===== src/rtl/otg_stat_pkg.sv =====
package otg_stat_pkg;
  parameter int STAT_W       = 16;
  parameter int BIT_VBUS_OK  = 5;
  parameter int BIT_SESS_OK  = 6;
  parameter int BIT_SESS_END = 7;

  typedef logic [STAT_W-1:0] stat_word_t;

  typedef struct packed {
    logic sess_end;
    logic sess_ok;
  } sess_pair_t;
endpackage


===== src/rtl/otg_vbus_track.sv =====
module otg_vbus_track (
  input  logic clk,
  input  logic rst_n,
  input  logic stb,
  input  logic lvl,
  output logic vbus_ok,
  output logic chg_pulse
);
  logic differs;

  assign differs = stb && (lvl != vbus_ok);

  always_ff @(posedge clk or negedge rst_n) begin
    if (!rst_n) begin
      vbus_ok   <= 1'b0;
      chg_pulse <= 1'b0;
    end else begin
      chg_pulse <= differs;
      if (stb) vbus_ok <= lvl;
    end
  end
endmodule


===== src/rtl/otg_sess_track.sv =====
module otg_sess_track
  import otg_stat_pkg::*;
(
  input  logic       clk,
  input  logic       rst_n,
  input  logic       stb,
  input  logic       lvl,
  output sess_pair_t pair
);
  always_ff @(posedge clk or negedge rst_n) begin
    if (!rst_n) begin
      pair <= '0;
    end else if (stb) begin
      pair.sess_ok  <= lvl;
      pair.sess_end <= ~lvl;
    end
  end
endmodule


===== src/rtl/otg_status_tracker.sv =====
module otg_status_tracker
  import otg_stat_pkg::*;
(
  input  logic              clk,
  input  logic              rst_n,
  input  logic              vbus_stb,
  input  logic              vbus_lvl,
  input  logic              sess_stb,
  input  logic              sess_lvl,
  output logic [STAT_W-1:0] stat_word,
  output logic              vbus_chg_pulse
);
  logic       vbus_ok;
  sess_pair_t sess;

  otg_vbus_track u_vbus (
    .clk       (clk),
    .rst_n     (rst_n),
    .stb       (vbus_stb),
    .lvl       (vbus_lvl),
    .vbus_ok   (vbus_ok),
    .chg_pulse (vbus_chg_pulse)
  );

  otg_sess_track u_sess (
    .clk   (clk),
    .rst_n (rst_n),
    .stb   (sess_stb),
    .lvl   (sess_lvl),
    .pair  (sess)
  );

  always_comb begin
    stat_word               = '0;
    stat_word[BIT_VBUS_OK]  = vbus_ok;
    stat_word[BIT_SESS_OK]  = sess.sess_ok;
    stat_word[BIT_SESS_END] = sess.sess_end;
  end
endmodule


===== config.mk =====
export PLATFORM = sky130hd
export DESIGN_NAME = otg_status_tracker
export DESIGN_NICKNAME = d
export VERILOG_FILES = /design/src/rtl/otg_stat_pkg.sv /design/src/rtl/otg_vbus_track.sv /design/src/rtl/otg_sess_track.sv /design/src/rtl/otg_status_tracker.sv
export SDC_FILE = /design/constraint.sdc
export NUM_CORES = 1
export LEC_CHECK = 0
export CORE_AREA = 2 2 39 41
export DETAILED_ROUTE_END_ITERATION = 7
export DIE_AREA = 0 0 41 43
export GPL_TIMING_DRIVEN = 0
export MAX_ROUTING_LAYER = met4
export PLACE_DENSITY_LB_ADDON = 0.12
export SYNTH_ARGS = -nofsm -noshare
export SYNTH_HDL_FRONTEND = slang
export SYNTH_SLANG_ARGS = --single-unit

===== constraint.sdc =====
create_clock -name clk -period 1.1 [get_ports clk]
set_input_delay 0.22 -clock clk [delete_from_list [all_inputs] [get_ports clk]]
set_output_delay 0.22 -clock clk [all_outputs]
set_load 0.02 [all_outputs]

======== Word level (Yosys, flattened, before mapping) ========
Index checks and enable logic that the tools add are counted.
cells by class
  eq/ne operators ......................... 1
  add/subtract/negate cells ............... 0
  magnitude comparators ................... 0
  bitwise logic cells ..................... 1
  shift-type cells ........................ 0
  muxes and demuxes ....................... 0
  reductions and logical operators ........ 1
  div/mod/pow operators ................... 0
  multipliers ............................. 0
operators with widths
  kind                   number
  1-bit logical AND      1
  1-bit inequality test  1
  1-bit inverter         1
storage, ports and cells
  bits in writable memories ............... 0
  memories ................................ 0
  register bits after elaboration ......... 4
  word-level logic and storage cells ...... 7
  output and inout bits ................... 17
  input port bits ......................... 6
  latch bits .............................. 0
  memory bits (read-only) ................. 0

======== Longest topological paths before layout ========
Gate-level depths: netlist of the first run.
  word-level depth ........................ 2
  gate-level depth with buffers ........... 2
  mapped depth without buffers ............ 2

======== Cells and area by module ========
From an unflattened synthesis of the first run, not the netlist that was laid out.
second synthesis, totals
  cell total of the unflattened synthesis .. 25
  area, all modules ....................... 264.0 µm²
by module, submodules not included
  module              seq. area each (µm²)  times used  cells an instance  area each (µm²)
  otg_status_tracker  0.0                   1           15                 108.9
  otg_sess_track      50.0                  1           5                  78.8
  otg_vbus_track      50.0                  1           5                  76.3

======== Worst setup path before layout of the first run ========
Ideal clock, no wire load.
  path kind ............................... register to register
  start ................................... reg u_sess.pair[0] (netlist name)
  end ..................................... reg u_sess.pair[0] (netlist bit)
  arrival time ............................ 710 ps
  library setup time ...................... 125 ps
  clock period less this slack ............ 835 ps
  path slack .............................. 265 ps
  required time ........................... 975 ps
  buffers on the path ..................... 0
  cell stages (with the launch flop) ...... 2
  cell sequence ........................... dfrtp_1 > mux2_4
RTL lines
  what       line                 source
  to (decl)  otg_sess_track.sv:8  output sess_pair_t pair

======== Final worst setup path of the first run ========
  start ................................... reg u_vbus.vbus_ok
  end ..................................... out stat_word[5]
RTL lines
  what                    line                      source
  from (decl)             otg_vbus_track.sv:6       output logic vbus_ok,
  from (signal assigned)  otg_vbus_track.sv:19      if (stb) vbus_ok <= lvl;
  to (decl)               otg_status_tracker.sv:10  output logic [STAT_W-1:0] stat_word,
No word-level cell between the ends.

==> results of run 1 <==
[synthesized netlist by cell type]
cell,count
sky130_fd_sc_hd__and2_1,1
sky130_fd_sc_hd__buf_4,14
sky130_fd_sc_hd__conb_1,1
sky130_fd_sc_hd__dfrtp_1,4
sky130_fd_sc_hd__inv_1,1
sky130_fd_sc_hd__mux2_2,1
sky130_fd_sc_hd__mux2_4,1
sky130_fd_sc_hd__mux2i_1,1
sky130_fd_sc_hd__xor2_1,1
[through the flow]
step | hold WS [ns] | util (%) | power, uW
after floorplan | -0.0756 | - | 289
after global placement | 0.436 | 30.3 | 343
after detailed placement | 0.439 | 30.3 | 344
after CTS | 0.181 | 32.8 | 550
after global routing | 0.195 | 32.7 | 577
final | 0.181 | 32.7 | 542
[placed cells by master, fill, tap and decap left out]
master	count
sky130_fd_sc_hd__conb_1	13
sky130_fd_sc_hd__clkdlybuf4s15_2	1
sky130_fd_sc_hd__clkbuf_4	3
sky130_fd_sc_hd__clkdlybuf4s50_1	5
sky130_fd_sc_hd__buf_2	2
sky130_fd_sc_hd__inv_1	1
sky130_fd_sc_hd__xor2_1	1
sky130_fd_sc_hd__and2_1	1
sky130_fd_sc_hd__mux2i_1	1
sky130_fd_sc_hd__buf_4	15
sky130_fd_sc_hd__buf_6	2
sky130_fd_sc_hd__dfrtp_1	4
sky130_fd_sc_hd__mux2_2	1
sky130_fd_sc_hd__mux2_4	1
[layer usage]
layer	vias up	GRT usage, %
li1	103	-
met1	90	6.77
met2	10	6.88
met3	0	4.71
met4	0	8.00
met5	-	-
[flip-flops by register name, indices dropped and copies added (netlist names)]
signal and count:
u_sess.pair 2, u_vbus.vbus_ok 1, u_vbus.chg_pulse 1
[power by group through the flow]
| stage | Clock, uW | Sequential [uW] | Combinational (uW) |
|---|---|---|---|
| detailed placement | 0 | 172 | 172 |
| finish | 192 | 169 | 181 |
| global route | 213 | 171 | 193 |
| CTS | 203 | 169 | 178 |
| floorplan | 0 | 186 | 103 |
| global placement | 0 | 172 | 172 |
[what timing repair did]
item,in CTS,in global routing
endpoints found under the setup margin,4,3
pin swaps,0,0
buffers inserted,1,1
endpoints found under the hold margin,0,0
resized for setup,15,3
[worst max-delay path by stage]
stage	slack [ns]	endpoint	startpoint
6_report	0.02	stat_word[5]	u_vbus.vbus_ok$_DFFE_PN0P_
5_1_grt	-0.01	stat_word[5]	u_vbus.vbus_ok$_DFFE_PN0P_
4_1_cts	0.004	stat_word[5]	u_vbus.vbus_ok$_DFFE_PN0P_
3_5_place_dp	-0.18	stat_word[5]	u_vbus.vbus_ok$_DFFE_PN0P_
3_3_place_gp	-0.18	stat_word[5]	u_vbus.vbus_ok$_DFFE_PN0P_
2_1_floorplan	0.27	u_sess.pair[0]$_DFFE_PN0P_	u_sess.pair[0]$_DFFE_PN0P_
[logic make-up (layout without fill, tap and decap cells)]
kind of cell / Yosys count / after routing / synth area share, %
AND/OR/NAND/NOR: 1 / 1 / 2.37
multiplexers: 3 / 3 / 13.7
flip-flops: 4 / 4 / 37.9
buffers and inverters: 15 / 29 / 41.2
other: 1 / 13 / 1.42
XOR/XNOR: 1 / 1 / 3.32
[layout make-up]
cell class	instances	area share, %
Multi-Input combinational cell	18	22.1
Buffer	14	24.0
Timing Repair Buffer	11	21.5
Inverter	1	0.829
Clock buffer	3	4.97
Sequential cell	4	22.1
Tap cell	16	4.42
==> run summary, run 1 <==
Once layout is done, the placed cells without fillers occupy 453 um^2. Traced cell by cell, the critical path runs through buf_6, buf_6. The final period demand of the worst path is 1.08 ns, and the number of failing setup endpoints in the final timing report is 0. Across the routed clock network, the largest skew measured is 0.0000849 ns.

By area the synthesized netlist is led by sky130_fd_sc_hd__buf_4, sky130_fd_sc_hd__dfrtp_1, sky130_fd_sc_hd__mux2_4. After synthesis the cells add up to 264 um^2. The number of unique standard cell types used by synthesis is 9, and the number of port buffers is 9. The clock transition time at the flip-flop clock pins of the worst setup and hold paths works out to 0.04 ns. Summing the sequential cell areas from Yosys gives 37.9% of the chip area. Clock tree synthesis inserted a total of 3 buffers.

The number of global-route vias before repair is 148. The run gives 1 as the depth of the CTS H-tree. The number of max-slew violations in the final report is 0, and the count of nets left with antenna violations after detail routing is 0. The mean area per synthesized cell was 10.6 um^2; the number of buffers on the longest clock path was 2. The share of synthesized area in the top cell type comes to 39.8%.

The die is 41 um wide. Standard cell core area: 0.00138 mm^2. The tools report the number of cells in the finished layout apart from fillers as 67.

Buffer cell driving the clock tree root: sky130_fd_sc_hd__clkbuf_4. The run gives 494 um as the final wirelength. STA classifies the critical path endpoint as an output pin.

The clock latency at the later pin of the worst-skew pair is 0.24 ns. The worst register-to-register path ends at u_vbus.chg_pulse$_DFF_PN0_. Including well taps, the total number of placed cells is 62.

In the final routed layout, each cell accounts on average for 7.37 um. After synthesis the netlist holds a flip-flop and latch count of 4. The placed instances occupy a cell area of 419 um^2. In the routed layout, each cell is associated on average with a via count of 3.03. The flow ran to the end, and the final reports show no timing, DRC or antenna violations. Power spread over the standard cell area amounts to 1200 mW/mm^2. The worst setup path is launched from a register. The tools report the setup slack after placement as -0.180 ns. The total negative slack is 0 ns.

After layout, the worst setup slack is 0.0219 ns. The worst setup path is of the reg -> out kind. For the fraction of power consumed by sequential logic, the log shows 31.2%. The cell type with the largest total area after synthesis was sky130_fd_sc_hd__buf_4. For flop-to-flop paths, the worst setup slack is 0.06 ns. Cells with a size suffix above 1 make up 49.0% of the layout.

The tools report the number of hold violations in the final report as 0. The number of primary I/O pins is 23. Relative to the synthesized area, the layout overhead comes to 71.6%.

The cell that appears most often on the critical path is sky130_fd_sc_hd__buf_6. The multi-input combinational cells in the finished layout cover a total of 100 um^2. The initial utilization of the core area, before any placement, comes to 19.1%. The sequential cells in the finished layout cover a total of 100 um^2. The tools report the relative contribution of combinational cells to total power as 33.4%.

The analysis attributes to cell leakage a power of 0.000259 uW. The logs give 0 for the overall overflow remaining after global route and 0.00176 mm^2 for the die area. The run gives 0 as the max-cap violation count.

The maximum operating frequency is 928 MHz. The critical path contains buffers and inverters numbering 2 combined. For this run, the post-layout net count is 59. The number of antenna diodes in the final layout is 0. Entering global routing, the biggest net connects 5 pins.

Global routing consumed, over all layers together, 6.59% of the routing resources. After detailed routing, the met3 layer carries 56 um of wire. Data arrives at the worst endpoint at 0.86 ns. The part of the total power dissipated in the clock network is 35.4%, and the y dimension of the die is 43 um. The number of cells on the worst reg-to-reg path was 4. TritonCTS built the clock tree. The run gives 0 as the initial antenna violation count. The congestion estimate from routability-driven global placement came to 0.623. Data on the critical path is required at its endpoint by 0.88 ns. The peak fanout along the critical path came out at 2. The type of the worst min-delay path was in -> async. The first-pass GRT wire length is 655 um, and the power spent charging and discharging nets is 163 uW.

The critical path runs through a total of 2 cells. The count of routing violations after the opening detailed-route iteration was 3; the sum of net half-perimeters after detailed placement was 374 um. The logs give 203 for the number of vias after detailed routing and 2 for the detailed-routing iteration count for the pre-antenna-repair pass. The internal power contribution was 379 uW; the period utilization was 98.0%. Of the total power, the share spent switching nets is 30.1%. The cell with the largest stage delay on the worst path is sky130_fd_sc_hd__dfrtp_1. The highest layer touched by signal routing is met3. The hold buffer count at CTS was 0; the row count was 14. The startpoint identified for the worst register-to-register timing path is u_vbus.vbus_ok$_DFFE_PN0P_. During synthesis, Yosys emitted a total of 0 warnings.

The wire length on met2 was 251 um. The clock net in this run drives a total of 4 sinks. Setup repair after global routing could not meet its margin everywhere. The tools report the peak ir drop on the vdd network as 0.679 mV. The tools report the met1 wire length as 186 um. Broken down by cell family, the worst path's largest delay share belongs to flip-flops.

In the routed design, unresolved DRC markers number 0. The number of fillers in the final layout came out at 151. The count of mapped cells out of synthesis is 25. In this design, the stage delay of the slowest critical-path cell is 0.38 ns.
No activity file was read; power rests on OpenSTA's default activity.
==> run 2: changes to the inputs <==
--- a/config.mk
+++ b/config.mk
@@ -14,3 +14,4 @@
 export SYNTH_ARGS = -nofsm -noshare
 export SYNTH_HDL_FRONTEND = slang
+export SYNTH_HIERARCHICAL = 1
 export SYNTH_SLANG_ARGS = --single-unit
==> constraint.sdc (replaced) <==
create_clock -name clk -period 1.1 [get_ports clk]
set_input_delay 0.22 -clock clk [delete_from_list [all_inputs] [get_ports clk]]
set_output_delay 0.22 -clock clk [all_outputs]
set_load 0.005 [all_outputs]
==> run 2 against run 1 <==
Net effect: critical path depth unchanged; worst setup slack improved by 0.0060 ns; clock skew about the same; die area stayed put; register-to-register slack better by 0.10 ns; non-clock buffer count down 1; worst hold slack gained 0.0068 ns; first-iteration DRC count decreased by 100%; synthesized cell count stayed put; clock power decreased by 5%; utilization is 0.090 points lower; highest routed layer unchanged.
==> run summary, run 2 <==
For the cell total after placement, the log shows 62 (unchanged). The total of warnings raised by yosys was 6 (+6); the mean area per synthesized cell was 10.6 um^2 (unchanged). The depth of the CTS H-tree was 1 (unchanged); the minimum hold slack was 0.188 ns (+0.00679 ns). The peak fanout along the critical path was 3 (+1); the row count was 14 (unchanged). The critical register-to-register path startpoint is u_vbus/vbus_ok$_DFFE_PN0P_.

For the overall overflow remaining after global route, the log shows 0 (unchanged). The number of flip-flops in the largest register is 2 (unchanged), and the static power due to leakage is 0.000258 uW (-0.12%). In the layout the commonest cells are sky130_fd_sc_hd__buf_4, sky130_fd_sc_hd__conb_1, sky130_fd_sc_hd__clkdlybuf4s50_1, sky130_fd_sc_hd__dfrtp_1, sky130_fd_sc_hd__clkbuf_4. The post-synthesis instance area was 264 um^2 (unchanged).

The number of buffers on the longest clock path was 2 (unchanged). The number of max-slew violations in the final report was 0 (unchanged); the power per cell area was 1060 mW/mm^2 (-11%). The data required time of the critical path was 0.88 ns (about the same); the share of the synthesized area in compound gates (AO/OA/AOI/OAI) was 0% (unchanged).

DRC violation count after routing: 0 (unchanged). The first-pass GRT wire length is 517 um (-21%), and the initial antenna violation count is 0 (unchanged). The fraction of the yosys area taken by sequential cells was 37.9% (unchanged); the count of routing violations after the opening detailed-route iteration was 0 (-3). The area overhead of the layout relative to synthesis works out to 71.1%.

The library cell used most frequently in the layout, excluding fill and tap cells, is sky130_fd_sc_hd__buf_4. The run gives 335 um (-10%) as the sum of net half-perimeters after detailed placement. The final period demand of the worst path came out at 1.07 ns (-0.00597 ns).

The tightest min-delay check is of the in -> async type. The number of storage elements in the synthesis netlist was 4 (unchanged). Predominant post-synthesis flop cell: sky130_fd_sc_hd__dfrtp_1. The most frequent cell after synthesis is sky130_fd_sc_hd__buf_4. The number of hold violations in the final report came out at 0 (unchanged). The data arrival time of the critical path was 0.85 ns (about the same); the max-cap violation count was 0 (unchanged). The number of cells in the finished layout apart from fillers was 66 (-1.5%). TritonCTS built the clock tree.

The number of unique standard cell types used by synthesis was 9 (unchanged). The largest registers in the layout are u_sess/pair (2), u_vbus/chg_pulse (1), u_vbus/vbus_ok (1). The routed wirelength normalized by instance count works out to 6.23 um (-16%). By area the synthesized netlist is led by sky130_fd_sc_hd__buf_4, sky130_fd_sc_hd__dfrtp_1, sky130_fd_sc_hd__mux2_4. The tools report the cell area after layout as 452 um^2 (-0.28%).

The tools report the kind of end point of the critical path as an output pin. The maximum operating frequency is 933 MHz (+0.56%), and the standard cell core area is 0.00138 mm^2 (unchanged). Number of cells on the worst reg-to-reg path: 3 (-1). The detailed-route vias per instance was 2.97 (-2.0%); the reg2reg setup slack was 0.16 ns (+0.10 ns). The run gives 0.00000414 ns (-0.0000808 ns) as the worst clock skew. The post-synthesis share of cell area spent on and, or, nand and nor gates was 2.37% (unchanged). The starting density of the core is 19.1% (unchanged), and the die boundary width is 41 um (unchanged). The final critical-path setup slack came out at 0.0279 ns (+0.00597 ns). The run gives 25 (unchanged) as the count of mapped cells out of synthesis. For the total routing usage reported by global routing, the log shows 5.47% (-1.1 points). The capturing instance or port of the critical path is stat_word[5]. The post-synthesis xor/xnor area fraction was 3.32% (unchanged); the mux contribution to synthesized area was 13.7% (unchanged). The share of flip-flops with an asynchronous set or reset after synthesis is 100% (unchanged). The run gives 58 (-1.7%) as the number of nets in the layout.

The tools report the number of vias after detailed routing as 196 (-3.4%). CTS placed an instance of sky130_fd_sc_hd__clkbuf_4 at the clock tree root. The logs give 0 (unchanged) for the count of nets left with antenna violations after detail routing and 411 um (-17%) for the final wirelength. The worst flop-to-flop path endpoint was u_vbus/chg_pulse$_DFF_PN0_.

Number of flops mapped to enable cells by yosys: 0 (unchanged). sky130_fd_sc_hd__buf_4 takes more of the synthesized area than any other cell. By area, the combinational part of the netlist is dominated by buffers and inverters. The synthesized-area fraction occupied by adder cells works out to 0% (unchanged). The period utilization is 97.5% (-0.54 points). The worst setup path is launched from a register. The routability congestion estimate from global placement is 0.518 (-17%). The share of the synthesized area in the top cell type came out at 39.8% (unchanged). The tools report the number of failing setup endpoints in the final timing report as 0 (unchanged).

By startpoint and endpoint, the worst setup path is classified as reg -> out. Clock transition time at the flip-flop clock pins of the worst setup and hold paths: 0.04 ns (about the same). After synthesis, the most frequently instantiated cells are sky130_fd_sc_hd__buf_4, sky130_fd_sc_hd__dfrtp_1.

The count of inserted antenna diode cells was 0 (unchanged). Ranked by flip-flop count, first place goes to u_sess/pair. The y dimension of the die was 43 um (unchanged); the setup slack after placement was -0.0741 ns (+0.106 ns). The TritonCTS buffer count was 3 (unchanged); the number of global-route vias before repair was 147 (-0.68%). The clock latency at the later pin of the worst-skew pair is 0.23 ns (about the same). The most critical setup path has its startpoint at u_vbus/vbus_ok$_DFFE_PN0P_.

The number of port buffers is 9 (unchanged), and the layout cell share with drive strength beyond 1 is 42.0% (-7.0 points). The die area came out at 0.00176 mm^2 (unchanged). The peak ir drop on the vdd network was 0.422 mV (-38%). The number of primary I/O pins was 23 (unchanged); the CTS sink count was 4 (unchanged). For the maximum number of pins on one net before global-route repair, the log shows 5 (unchanged). The tools report the detailed-routing iteration count for the pre-antenna-repair pass as 1 (-1). The run finished with clean final reports. For the cell area after placement, the log shows 419 um^2 (unchanged).
[run 2: worst max-delay path: stages, from the launching register on]
cell and delay (ns):
sky130_fd_sc_hd__dfrtp_1 0.39, sky130_fd_sc_hd__buf_6 0.12, sky130_fd_sc_hd__buf_6 0.10
[run 2: power breakdown]
| group | total [uW] | switching [uW] | internal, uW |
|---|---|---|---|
| combinational | 126 | 38.2 | 87.9 |
| sequential | 171 | 8.07 | 163 |
| clock | 183 | 60.8 | 122 |
[run 2: per-layer routing]
metal	global-route usage (%)	vias up	wire length (um)
met5	-	-	0
met1	4.22	80	149
met2	5.94	15	185
li1	-	101	-
met4	4.00	0	0
met3	7.85	0	76
[run 2: layout make-up]
type	count	area [um^2]
well taps	16	20.0
clock buffers	3	22.5
plain buffers	14	109
inverters	1	3.75
multi-input cells	18	100
repair buffers	10	96.3
flip-flops and latches	4	100
fillers	154	932
[run 2: worst min-delay path by stage]
stage                     startpoint                    endpoint  depth (start not counted)
final                          rst_n  u_vbus/vbus_ok$_DFFE_PN0P_                          1
after global routing           rst_n  u_vbus/vbus_ok$_DFFE_PN0P_                          1
after CTS                      rst_n  u_vbus/chg_pulse$_DFF_PN0_                          1
after detailed placement       rst_n  u_sess/pair[1]$_DFFE_PN0P_                          1
after global placement         rst_n  u_sess/pair[1]$_DFFE_PN0P_                          1
after floorplan                rst_n  u_sess/pair[0]$_DFFE_PN0P_                          0
[run 2: through the flow]
step | TNS, ns | utilization, % | total power (uW)
5_1_grt | -0.000786 | 32.6 | 513
3_5_place_dp | -0.190 | 30.3 | 296
3_3_place_gp | -0.176 | 30.3 | 294
4_1_cts | -0.000498 | 32.0 | 489
2_1_floorplan | 0 | - | 241
6_report | 0 | 32.6 | 480
[run 2: logic make-up after synthesis]
logic type / Yosys count
AND/OR/NAND/NOR: 1
multiplexers: 3
other: 1
flip-flops: 4
buffers and inverters: 15
XOR/XNOR: 1
[run 2: repair_timing]
item,CTS,global route
hold buffers,0,0
pin swaps,0,0
setup endpoints to repair,4,2
resized for setup,7,1
buffers inserted,0,1
==> run 3: changes to the inputs <==
- DONT_BUFFER_PORTS: not set -> 1
==> run 3 against run 2 <==
Net effect: final cell count is 14% lower; die area is the same; combinational power shrank 39%; total power down 9.8%; largest power group unchanged; wire length down 6.1%; flip-flop and latch count unchanged.
==> run summary, run 3 (synthesized netlist as in run 2, its figures left out) <==
The flow ran to the end, and the final reports show no timing, DRC or antenna violations. The total routing usage reported by global routing was 4.95% (-0.52 points). The maximum number of pins on one net before global-route repair was 5 (unchanged). For the standard cell core area, the log shows 0.00138 mm^2 (unchanged). The run gives 4 (+4) as the count of routing violations after the opening detailed-route iteration. The DRC violation count after routing was 0 (unchanged); the peak ir drop on the vdd network was 0.626 mV (+48%).

Final period demand of the worst path: 0.989 ns (-0.0832 ns). The logs give 4 (+3) for the detailed-routing iteration count for the pre-antenna-repair pass and 17.8% (-8.5 points) for the relative contribution of combinational cells to total power. The y dimension of the die is 43 um (unchanged), and the power spent charging and discharging nets is 97.0 uW (-9.5%). The tools report the count of nets left with antenna violations after detail routing as 0 (unchanged). The part of the total power dissipated in the clock network came out at 42.0% (+3.9 points).

The logs give 0 ns (unchanged) for the total negative slack and 53 (-15%) for the cell total after placement. The post-cts resize count came out at 0 (-7). The tools report the clock latency at the later pin of the worst-skew pair as 0.23 ns (about the same). The depth of the CTS H-tree is 1 (unchanged), and the delay of the slowest critical-path stage is 0.39 ns (about the same). Starting density of the core: 19.1% (unchanged). The tools report the die area as 0.00176 mm^2 (unchanged).

Kind of end point of the critical path: an output pin. The number of flip-flops in the largest register was 2 (unchanged); the internal power contribution was 336 uW (-9.9%). The die boundary width is 41 um (unchanged).

The library cells used most frequently in the layout, excluding fill and tap cells, are sky130_fd_sc_hd__buf_4, sky130_fd_sc_hd__conb_1, sky130_fd_sc_hd__dfrtp_1, sky130_fd_sc_hd__clkbuf_4. The run gives 1 (+1) as the hold buffer count at CTS. TritonCTS built the clock tree. The tools report the data arrival time of the critical path as 0.77 ns (-0.08 ns). The leading cell type in the layout, fill and taps excluded is sky130_fd_sc_hd__buf_4. The number of port buffers is 0 (-9), and the period utilization is 89.9% (-7.6 points). The power per cell area works out to 1200 mW/mm^2 (+13%).

The largest individual stage delay along the critical path comes from the cell sky130_fd_sc_hd__dfrtp_1. The run gives 1010 MHz (+8.4%) as the maximum operating frequency. The kind of cell with the highest combined delay along the critical path is flip-flops.

For the data required time of the critical path, the log shows 0.88 ns (about the same). The switching power share of the total is 22.4% (+0.088 points), and the area overhead of the layout relative to synthesis is 37.0%. The number of primary I/O pins was 23 (unchanged); the max-cap violation count was 0 (unchanged).

The number of fillers in the final layout is 157 (+1.9%), and the peak fanout along the critical path is 3 (unchanged). The layout cell share with drive strength beyond 1 was 46.3% (+4.3 points). The worst hold path belongs to the class in -> reg. The fraction of power consumed by sequential logic is 40.2% (+4.6 points). The initial antenna violation count is 0 (unchanged). The tools report the number of failing setup endpoints in the final timing report as 0 (unchanged). The critical path goes through buf_4. Footprint of the flip-flops and latches: 100 um^2 (unchanged).

The number of vias after detailed routing was 155 (-21%); the number of global-route vias before repair was 119 (-19%). The tools report the number of hold violations in the final report as 0 (unchanged). The worst clock skew was 0.0000657 ns (+0.0000616 ns); the reg2reg setup slack was 0.29 ns (+0.13 ns). The tools report the overall overflow remaining after global route as 0 (unchanged). The area used by multi-input combinational logic was 100 um^2 (unchanged).

Setup repair after global routing left no endpoint under its margin. In the final layout, the registers with the most flip-flops are u_sess/pair (2), u_vbus/chg_pulse (1), u_vbus/vbus_ok (1). Post-CTS repair timing setup buffer count: 0 (unchanged). For the TritonCTS buffer count, the log shows 3 (unchanged). The register with the highest flop count is u_sess/pair.

For the routability congestion estimate from global placement, the log shows 0.495 (-4.5%). The logs give 0.111 ns (+0.0832 ns) for the final critical-path setup slack and 0.288 ns (+0.363 ns) for the setup slack after placement. In this run the clock root is driven by a sky130_fd_sc_hd__clkbuf_4.

The number of nets in the layout came out at 49 (-16%). The number of max-slew violations in the final report came out at 0 (unchanged). The detailed-route vias per instance was 2.72 (-8.4%). The clock transition time at the flip-flop clock pins of the worst setup and hold paths was 0.04 ns (about the same).

The critical path is of the reg -> out type. The static power due to leakage was 0.000214 uW (-17%). The number of cells in the finished layout apart from fillers was 57 (-14%); the number of buffers on the longest clock path was 2 (unchanged). For the count of inserted antenna diode cells, the log shows 0 (unchanged). Launching element type of the critical path: a register.

The logs give 4 (unchanged) for the CTS sink count and 476 um (-7.9%) for the first-pass GRT wire length. The tools report the final wirelength as 386 um (-6.1%). The buffering stage count on the worst path with inverters included is 1 (-1), and the row count is 14 (unchanged). Routed wirelength normalized by instance count: 6.77 um (+8.7%).
[run 3: cell count changes in the layout (fill, tap and decap cells not counted)]
cell,change
sky130_fd_sc_hd__buf_6,-2
sky130_fd_sc_hd__clkdlybuf4s15_1,-1
sky130_fd_sc_hd__clkdlybuf4s50_1,-5
sky130_fd_sc_hd__dlygate4sd2_1,-2
sky130_fd_sc_hd__dlygate4sd3_1,+1
[run 3: stage by stage]
stage                     instance area (um^2)  hold slack, ns  utilization, %  power (uW)
after global routing                       362          0.0754            26.1         463
after global placement                     329         -0.0755            23.8         245
after CTS                                  362          0.0787            26.1         444
after detailed placement                   329         -0.0754            23.8         246
after floorplan                            309         -0.0756               -         241
final                                      362          0.0837            26.1         433
[run 3: area by class of cell]
cell class / instances / area share (%)
Buffer: 14 / 29.1
Sequential cell: 4 / 27.7
Multi-Input combinational cell: 18 / 27.7
Clock buffer: 3 / 6.23
Tap cell: 16 / 5.54
Timing Repair Buffer: 1 / 2.77
Inverter: 1 / 1.04
[run 3: per-layer routing]
metal / global-route usage (%) / vias up / part of all wire (%)
met5: - / - / 0
met4: 4.00 / 0 / 0
met3: 6.81 / 0 / 23
met2: 5.31 / 15 / 39
met1: 3.90 / 58 / 39
li1: - / 82 / -
[run 3: path summary, 6_finish.rpt]
kind | start | endpoint | cells past startpoint
worst max-delay path | u_vbus/vbus_ok$_DFFE_PN0P_ | stat_word[5] | 1
worst min-delay path | sess_lvl | u_sess/pair[1]$_DFFE_PN0P_ | 1
worst max register to register | u_vbus/vbus_ok$_DFFE_PN0P_ | u_vbus/chg_pulse$_DFF_PN0_ | 2
worst min register to register | u_sess/pair[0]$_DFFE_PN0P_ | u_sess/pair[0]$_DFFE_PN0P_ | 1
max in group asynchronous | rst_n | u_sess/pair[1]$_DFFE_PN0P_ | 1
min in group asynchronous | rst_n | u_vbus/chg_pulse$_DFF_PN0_ | 1
[run 3: power by group through the flow]
stage | registers (uW) | logic (uW) | clock network, uW
floorplan | 173 | 67.8 | 0
global placement | 176 | 69.3 | 0
detailed placement | 176 | 70.3 | 0
CTS | 174 | 75.9 | 194
global route | 176 | 85.8 | 200
finish | 174 | 77.0 | 182
